$ cat src/rtl/bitperm_pkg.sv
`timescale 1ns/1ps
package bitperm_pkg;

  typedef enum logic [3:0] {
    OP_BSWAP_H32  = 4'd0,
    OP_BSWAP_H64  = 4'd1,
    OP_BREV_WORDS = 4'd2,
    OP_BREV_DW    = 4'd3,
    OP_HSWAP_W    = 4'd4,
    OP_HREV_DW    = 4'd5,
    OP_BITREV_B32 = 4'd6,
    OP_BITREV_B64 = 4'd7,
    OP_BITREV_W   = 4'd8,
    OP_BITREV_DW  = 4'd9
  } bp_op_e;

  localparam logic [3:0] LAST_LEGAL_OP = 4'd9;

  function automatic logic op_is_word(input logic [3:0] s);
    return (s == OP_BSWAP_H32) || (s == OP_BITREV_B32) || (s == OP_BITREV_W);
  endfunction

  function automatic logic op_is_legal(input logic [3:0] s);
    return s <= LAST_LEGAL_OP;
  endfunction

endpackage

$ cat src/rtl/bp_byte_net.sv
`timescale 1ns/1ps
// Byte and halfword granular permutations of the full operand.
module bp_byte_net #(
  parameter int XLEN = 64
) (
  input  logic [XLEN-1:0] operand,
  output logic [XLEN-1:0] bswap_half,
  output logic [XLEN-1:0] brev_word,
  output logic [XLEN-1:0] brev_all,
  output logic [XLEN-1:0] hswap_word,
  output logic [XLEN-1:0] hrev_all
);
  localparam int NBYTE = XLEN / 8;
  localparam int NHALF = XLEN / 16;
  localparam int BPW   = 4;

  for (genvar b = 0; b < NBYTE; b++) begin : g_byte
    assign bswap_half[b*8 +: 8] = operand[(b ^ 1)*8 +: 8];
    assign brev_word[b*8 +: 8]  = operand[((b / BPW) * BPW + (BPW - 1 - (b % BPW)))*8 +: 8];
    assign brev_all[b*8 +: 8]   = operand[(NBYTE - 1 - b)*8 +: 8];
  end

  for (genvar h = 0; h < NHALF; h++) begin : g_half
    assign hswap_word[h*16 +: 16] = operand[(h ^ 1)*16 +: 16];
    assign hrev_all[h*16 +: 16]   = operand[(NHALF - 1 - h)*16 +: 16];
  end
endmodule

$ cat src/rtl/bp_bit_net.sv
`timescale 1ns/1ps
// Bit granular reversals of the full operand.
module bp_bit_net #(
  parameter int XLEN = 64
) (
  input  logic [XLEN-1:0] operand,
  output logic [XLEN-1:0] rev_in_byte,
  output logic [XLEN-1:0] rev_all
);
  for (genvar i = 0; i < XLEN; i++) begin : g_bit
    assign rev_in_byte[i] = operand[(i / 8) * 8 + (7 - (i % 8))];
    assign rev_all[i]     = operand[XLEN - 1 - i];
  end
endmodule

$ cat src/rtl/bitperm_unit.sv
`timescale 1ns/1ps
module bitperm_unit #(
  parameter int XLEN = 64
) (
  input  logic            clk,
  input  logic            rst_n,
  input  logic            in_valid,
  input  logic [3:0]      in_sel,
  input  logic [XLEN-1:0] in_operand,
  output logic            out_valid,
  output logic [XLEN-1:0] out_result,
  output logic            out_illegal
);
  import bitperm_pkg::*;

  localparam int WORD_W = 32;
  localparam int EXT_W  = XLEN - WORD_W;

  logic [XLEN-1:0] bswap_half, brev_word, brev_all, hswap_word, hrev_all;
  logic [XLEN-1:0] bit_in_byte, bit_all;
  logic [XLEN-1:0] perm_raw, result_d;
  logic            illegal_d;
  bp_op_e          op;

  assign op = bp_op_e'(in_sel);

  bp_byte_net #(.XLEN(XLEN)) u_byte_net (
    .operand    (in_operand),
    .bswap_half (bswap_half),
    .brev_word  (brev_word),
    .brev_all   (brev_all),
    .hswap_word (hswap_word),
    .hrev_all   (hrev_all)
  );

  bp_bit_net #(.XLEN(XLEN)) u_bit_net (
    .operand     (in_operand),
    .rev_in_byte (bit_in_byte),
    .rev_all     (bit_all)
  );

  // Next-state: select the permutation, then extend word forms.
  always_comb begin
    illegal_d = !op_is_legal(in_sel);
    case (op)
      OP_BSWAP_H32, OP_BSWAP_H64: perm_raw = bswap_half;
      OP_BREV_WORDS:              perm_raw = brev_word;
      OP_BREV_DW:                 perm_raw = brev_all;
      OP_HSWAP_W:                 perm_raw = hswap_word;
      OP_HREV_DW:                 perm_raw = hrev_all;
      OP_BITREV_B32,
      OP_BITREV_B64:              perm_raw = bit_in_byte;
      // Reversal of the low word lands in the upper word of the full reversal.
      OP_BITREV_W:                perm_raw = {{EXT_W{1'b0}}, bit_all[XLEN-1 -: WORD_W]};
      OP_BITREV_DW:               perm_raw = bit_all;
      default:                    perm_raw = '0;
    endcase
    if (op_is_word(in_sel)) begin
      result_d = {{EXT_W{perm_raw[WORD_W-1]}}, perm_raw[WORD_W-1:0]};
    end else begin
      result_d = perm_raw;
    end
  end

  // Registers: valid always tracks the strobe, data loads only when enabled.
  always_ff @(posedge clk or negedge rst_n) begin
    if (!rst_n) begin
      out_valid <= 1'b0;
    end else begin
      out_valid <= in_valid;
    end
  end

  always_ff @(posedge clk or negedge rst_n) begin
    if (!rst_n) begin
      out_result  <= '0;
      out_illegal <= 1'b0;
    end else if (in_valid) begin
      out_result  <= result_d;
      out_illegal <= illegal_d;
    end
  end
endmodule

$ cat config.mk
export PLATFORM = sky130hd
export DESIGN_NAME = bitperm_unit
export DESIGN_NICKNAME = d
export VERILOG_FILES = /design/src/rtl/bitperm_pkg.sv /design/src/rtl/bp_byte_net.sv /design/src/rtl/bp_bit_net.sv /design/src/rtl/bitperm_unit.sv
export SDC_FILE = /design/constraint.sdc
export NUM_CORES = 1
export LEC_CHECK = 0
export BUFFER_PORTS_ARGS = -buffer_cell sky130_fd_sc_hd__buf_2
export CAP_MARGIN = 10
export CORE_MARGIN = 4
export CORE_UTILIZATION = 45
export DETAILED_ROUTE_END_ITERATION = 12
export PLACE_DENSITY = 0.65
export SLEW_MARGIN = 20
export SYNTH_ARGS = -nofsm -noshare
export SYNTH_HDL_FRONTEND = slang
export SYNTH_SLANG_ARGS = --single-unit
$ cat constraint.sdc
create_clock -name clk -period 2.2 [get_ports clk]
set_input_delay 0.44 -clock clk [delete_from_list [all_inputs] [get_ports clk]]
set_output_delay 0.44 -clock clk [all_outputs]
set_load 0.01 [all_outputs]
==> metrics.csv <==
metric,value,unit
cts.htree.levels,3,
grt_antenna_before_repair,0,
use_met1,52.2,%
critical_path.max_fanout,26,
sequentialPowerShare,31.4,%
grt_pass1_wl,41900,um
synth_async_sr_flop_share,100,%
drt_iter0_drc,1466,
hold_buffers,0,
die-area,0.0153,sq mm
status,finished clean,
critPathLaunch,in_sel[0],
cts_resized,0,
synthCells,740,
dp_hpwl,20100,um
final-setup-viol-count,0,
final_area,0.00766,sq mm
fin_crit,2020,ps
required,2400,ps
endpoint_kind,register,
critPathCapture,out_result[49],
power.internal,2.94,mW
cts_tree,built,
cts_sinks,66,
clkSlewWorstSetupHoldPaths,60,ps
fin_util,59.7,%
clock_latency,340,ps
ir_drop,389,uV
drive_gt1_share,29.1,%
synth_edf_count,0,
max-cap-violations,0,
finalWorstSetupSlack,181,ps
dp_slack,-111,ps
power_frac_clock,36.4,%
seq_area,0.00165,sq mm
cp.buffers_inverters,4,
rows,41,
num-fill-cells,1254,
synth_top_area_share,27.5,%
wl_per_cell,26.8,um
comb_power_share,32.2,%
worst_path_most_repeated_cell,buf_12,
core-area,0.0128,sq mm
use_met2,51.9,%
pwr_density_cell,584,mW/mm^2
drt_pre_antenna_iters,7,
gp_congestion,1.01,
gr-total-overflow,0,
finClkSkew,0,ps
root_buffer,clkbuf_16,
start_util,46.9,%
synth.avg_cell_area,8.13,sq um
drt_wl_total,28000,um
hold_class,in -> async,
crit_cells,9,
dieWidth,124,um
viasPerCell,7.14,
final_cells,1045,
placed_area,0.00733,sq mm
ys.flop_type,dfrtp_1,
multiInputGateArea,0.00378,sq mm
grt_usage,36.2,%
cts_setup_buffers,0,
relSlewSlack,36.4,%
start_kind,primary input,
syn_nets,811,
io_buffers,136,
synth_area,0.00601,sq mm
arrival,2220,ps
antenna_left,0,
tightest_slew,931,ps
switchingPower,1.53,mW
drc_errors,0,
yosysTopAreaCell,dfrtp_1,
fin_crit_sh,91.8,%
ctsLongestPathBuffers,2,
dieHeight,124,um
critPathKind,in -> reg,
worstPathCellList,buf_2 > buf_12 > nor2b_1 > buf_12 > a21oi_1 > o22ai_1 > a211oi_1 > buf_4 > o221ai_1,
grt_pass1_vias,7095,
numCtsBuffers,9,
cp_top_family,buffers and inverters,
finalHoldViolations,0,
area_growth,27.4,%
rsz0062_at_grt,no,
ff2ff_setup_slack,990,ps
grt_busiest_layer,met1,
power.leakage,3.34,nW
grt_max_degree,67,
final_nets,939,
crit-reg2reg-launch,out_result[52],
synthTopCellsByArea,"dfrtp_1 (27%), a22oi_1 (13%), a22o_1 (8.3%)",
vias,7466,
swShare,34.3,%
seq_area_frac_synth,27.5,%
cpPeakStageDelay,390,ps
r2r-end,out_result[52],
ios,137,
rr_worst_depth,5,
diodes,0,
met3_usage,9.95,%
yosysUniqueCellTypes,56,
synth-seq-cells,66,
slew_viol_final,0,
fmax,495,MHz
yosys_warnings,0,
critPathSlowestCell,a211oi_1,
dp_cells,1029,
state kept, by name (all words and copies together), names as in the netlist:
signal and count:
out_illegal 1, out_valid 1, out_result 64
power groups by stage:
stage | combinational, mW | sequential (mW) | clock, mW
final | 1.44 | 1.41 | 1.63
after global routing | 1.53 | 1.42 | 1.70
after CTS | 1.41 | 1.41 | 1.64
after detailed placement | 1.40 | 1.43 | 0
after global placement | 1.38 | 1.42 | 0
after floorplan | 0.670 | 1.49 | 0
metrics by stage:
stage,hold WS (ps),setup TNS [ps],total power [mW]
final,91.5,0,4.48
after global routing,142,0,4.65
after CTS,137,0,4.45
after detailed placement,468,-485,2.83
after global placement,465,-250,2.80
after floorplan,144,0,2.16
cell usage after synthesis, types with 2 or more instances:
master       n
a32o_1       3
nand3_1     12
a221oi_1     9
buf_6        3
o211ai_1     2
clkbuf_2     9
nand4_1      5
nor2_1      23
nor4b_4      2
a31oi_1      2
a22oi_1    101
nand2b_1     6
buf_2       21
and2_1       4
a32oi_1      7
dfrtp_1     66
o22a_1       3
a221o_1      2
buf_1       15
a21oi_1     48
a2bb2oi_1    2
a22o_1      57
mux2i_1     12
a211oi_1    28
o2bb2ai_1   13
or2_1        2
nor2b_1     54
o221ai_1    32
nand2_1     19
o22ai_1     37
inv_1       30
o21ai_0     18
a222oi_1     3
nor3_1       5
clkbuf_1    63
and3b_1      2
layout by cell type (no fill, tap or decap), types with 5 or more instances in the layout:
master,count
o21ai_0,18
a221oi_1,9
inv_1,30
buf_2,136
a22o_1,57
a21oi_1,48
nand2b_1,6
a32oi_1,7
nand3_1,12
nor3_1,5
o2bb2ai_1,13
dfrtp_1,66
clkbuf_16,9
nand4_1,5
buf_4,77
mux2i_1,12
nand2_1,19
nor2b_1,52
a22oi_1,101
buf_12,16
nor2_1,23
o22ai_1,37
a211oi_1,28
o221ai_1,32
area by class of cell:
class / count / area share [%]
Multi-Input combinational cell: 532 / 49.3
Timing Repair Buffer: 229 / 20.6
Tap cell: 172 / 2.81
Clock inverter: 6 / 1.14
Inverter: 30 / 1.47
Clock buffer: 10 / 3.12
Sequential cell: 66 / 21.6
worst min-delay path by stage:
stage / start / end / slack, ps
CTS: rst_n / out_result[48] / 140
global route: rst_n / out_result[48] / 140
detailed placement: out_result[31] / out_result[31] / 470
finish: rst_n / out_result[48] / 90
global placement: out_illegal / out_illegal / 460
floorplan: rst_n / out_illegal / 140
routing by layer:
layer  vias up  wire (um)
li1       3161          -
met2       636      11800
met3        98       3920
met4         0        908
met5         -          0
met1      3571      11400
cells by family (layout without fill, tap and decap cells):
family	count (synthesis)	count (layout)	share of synthesized area, %
flops	66	66	27.5
compound gates	375	375	46.3
buf+inv	142	275	9.93
simple gates	144	144	14.1
mux	13	13	2.18
(Power assumes the default switching activity.)
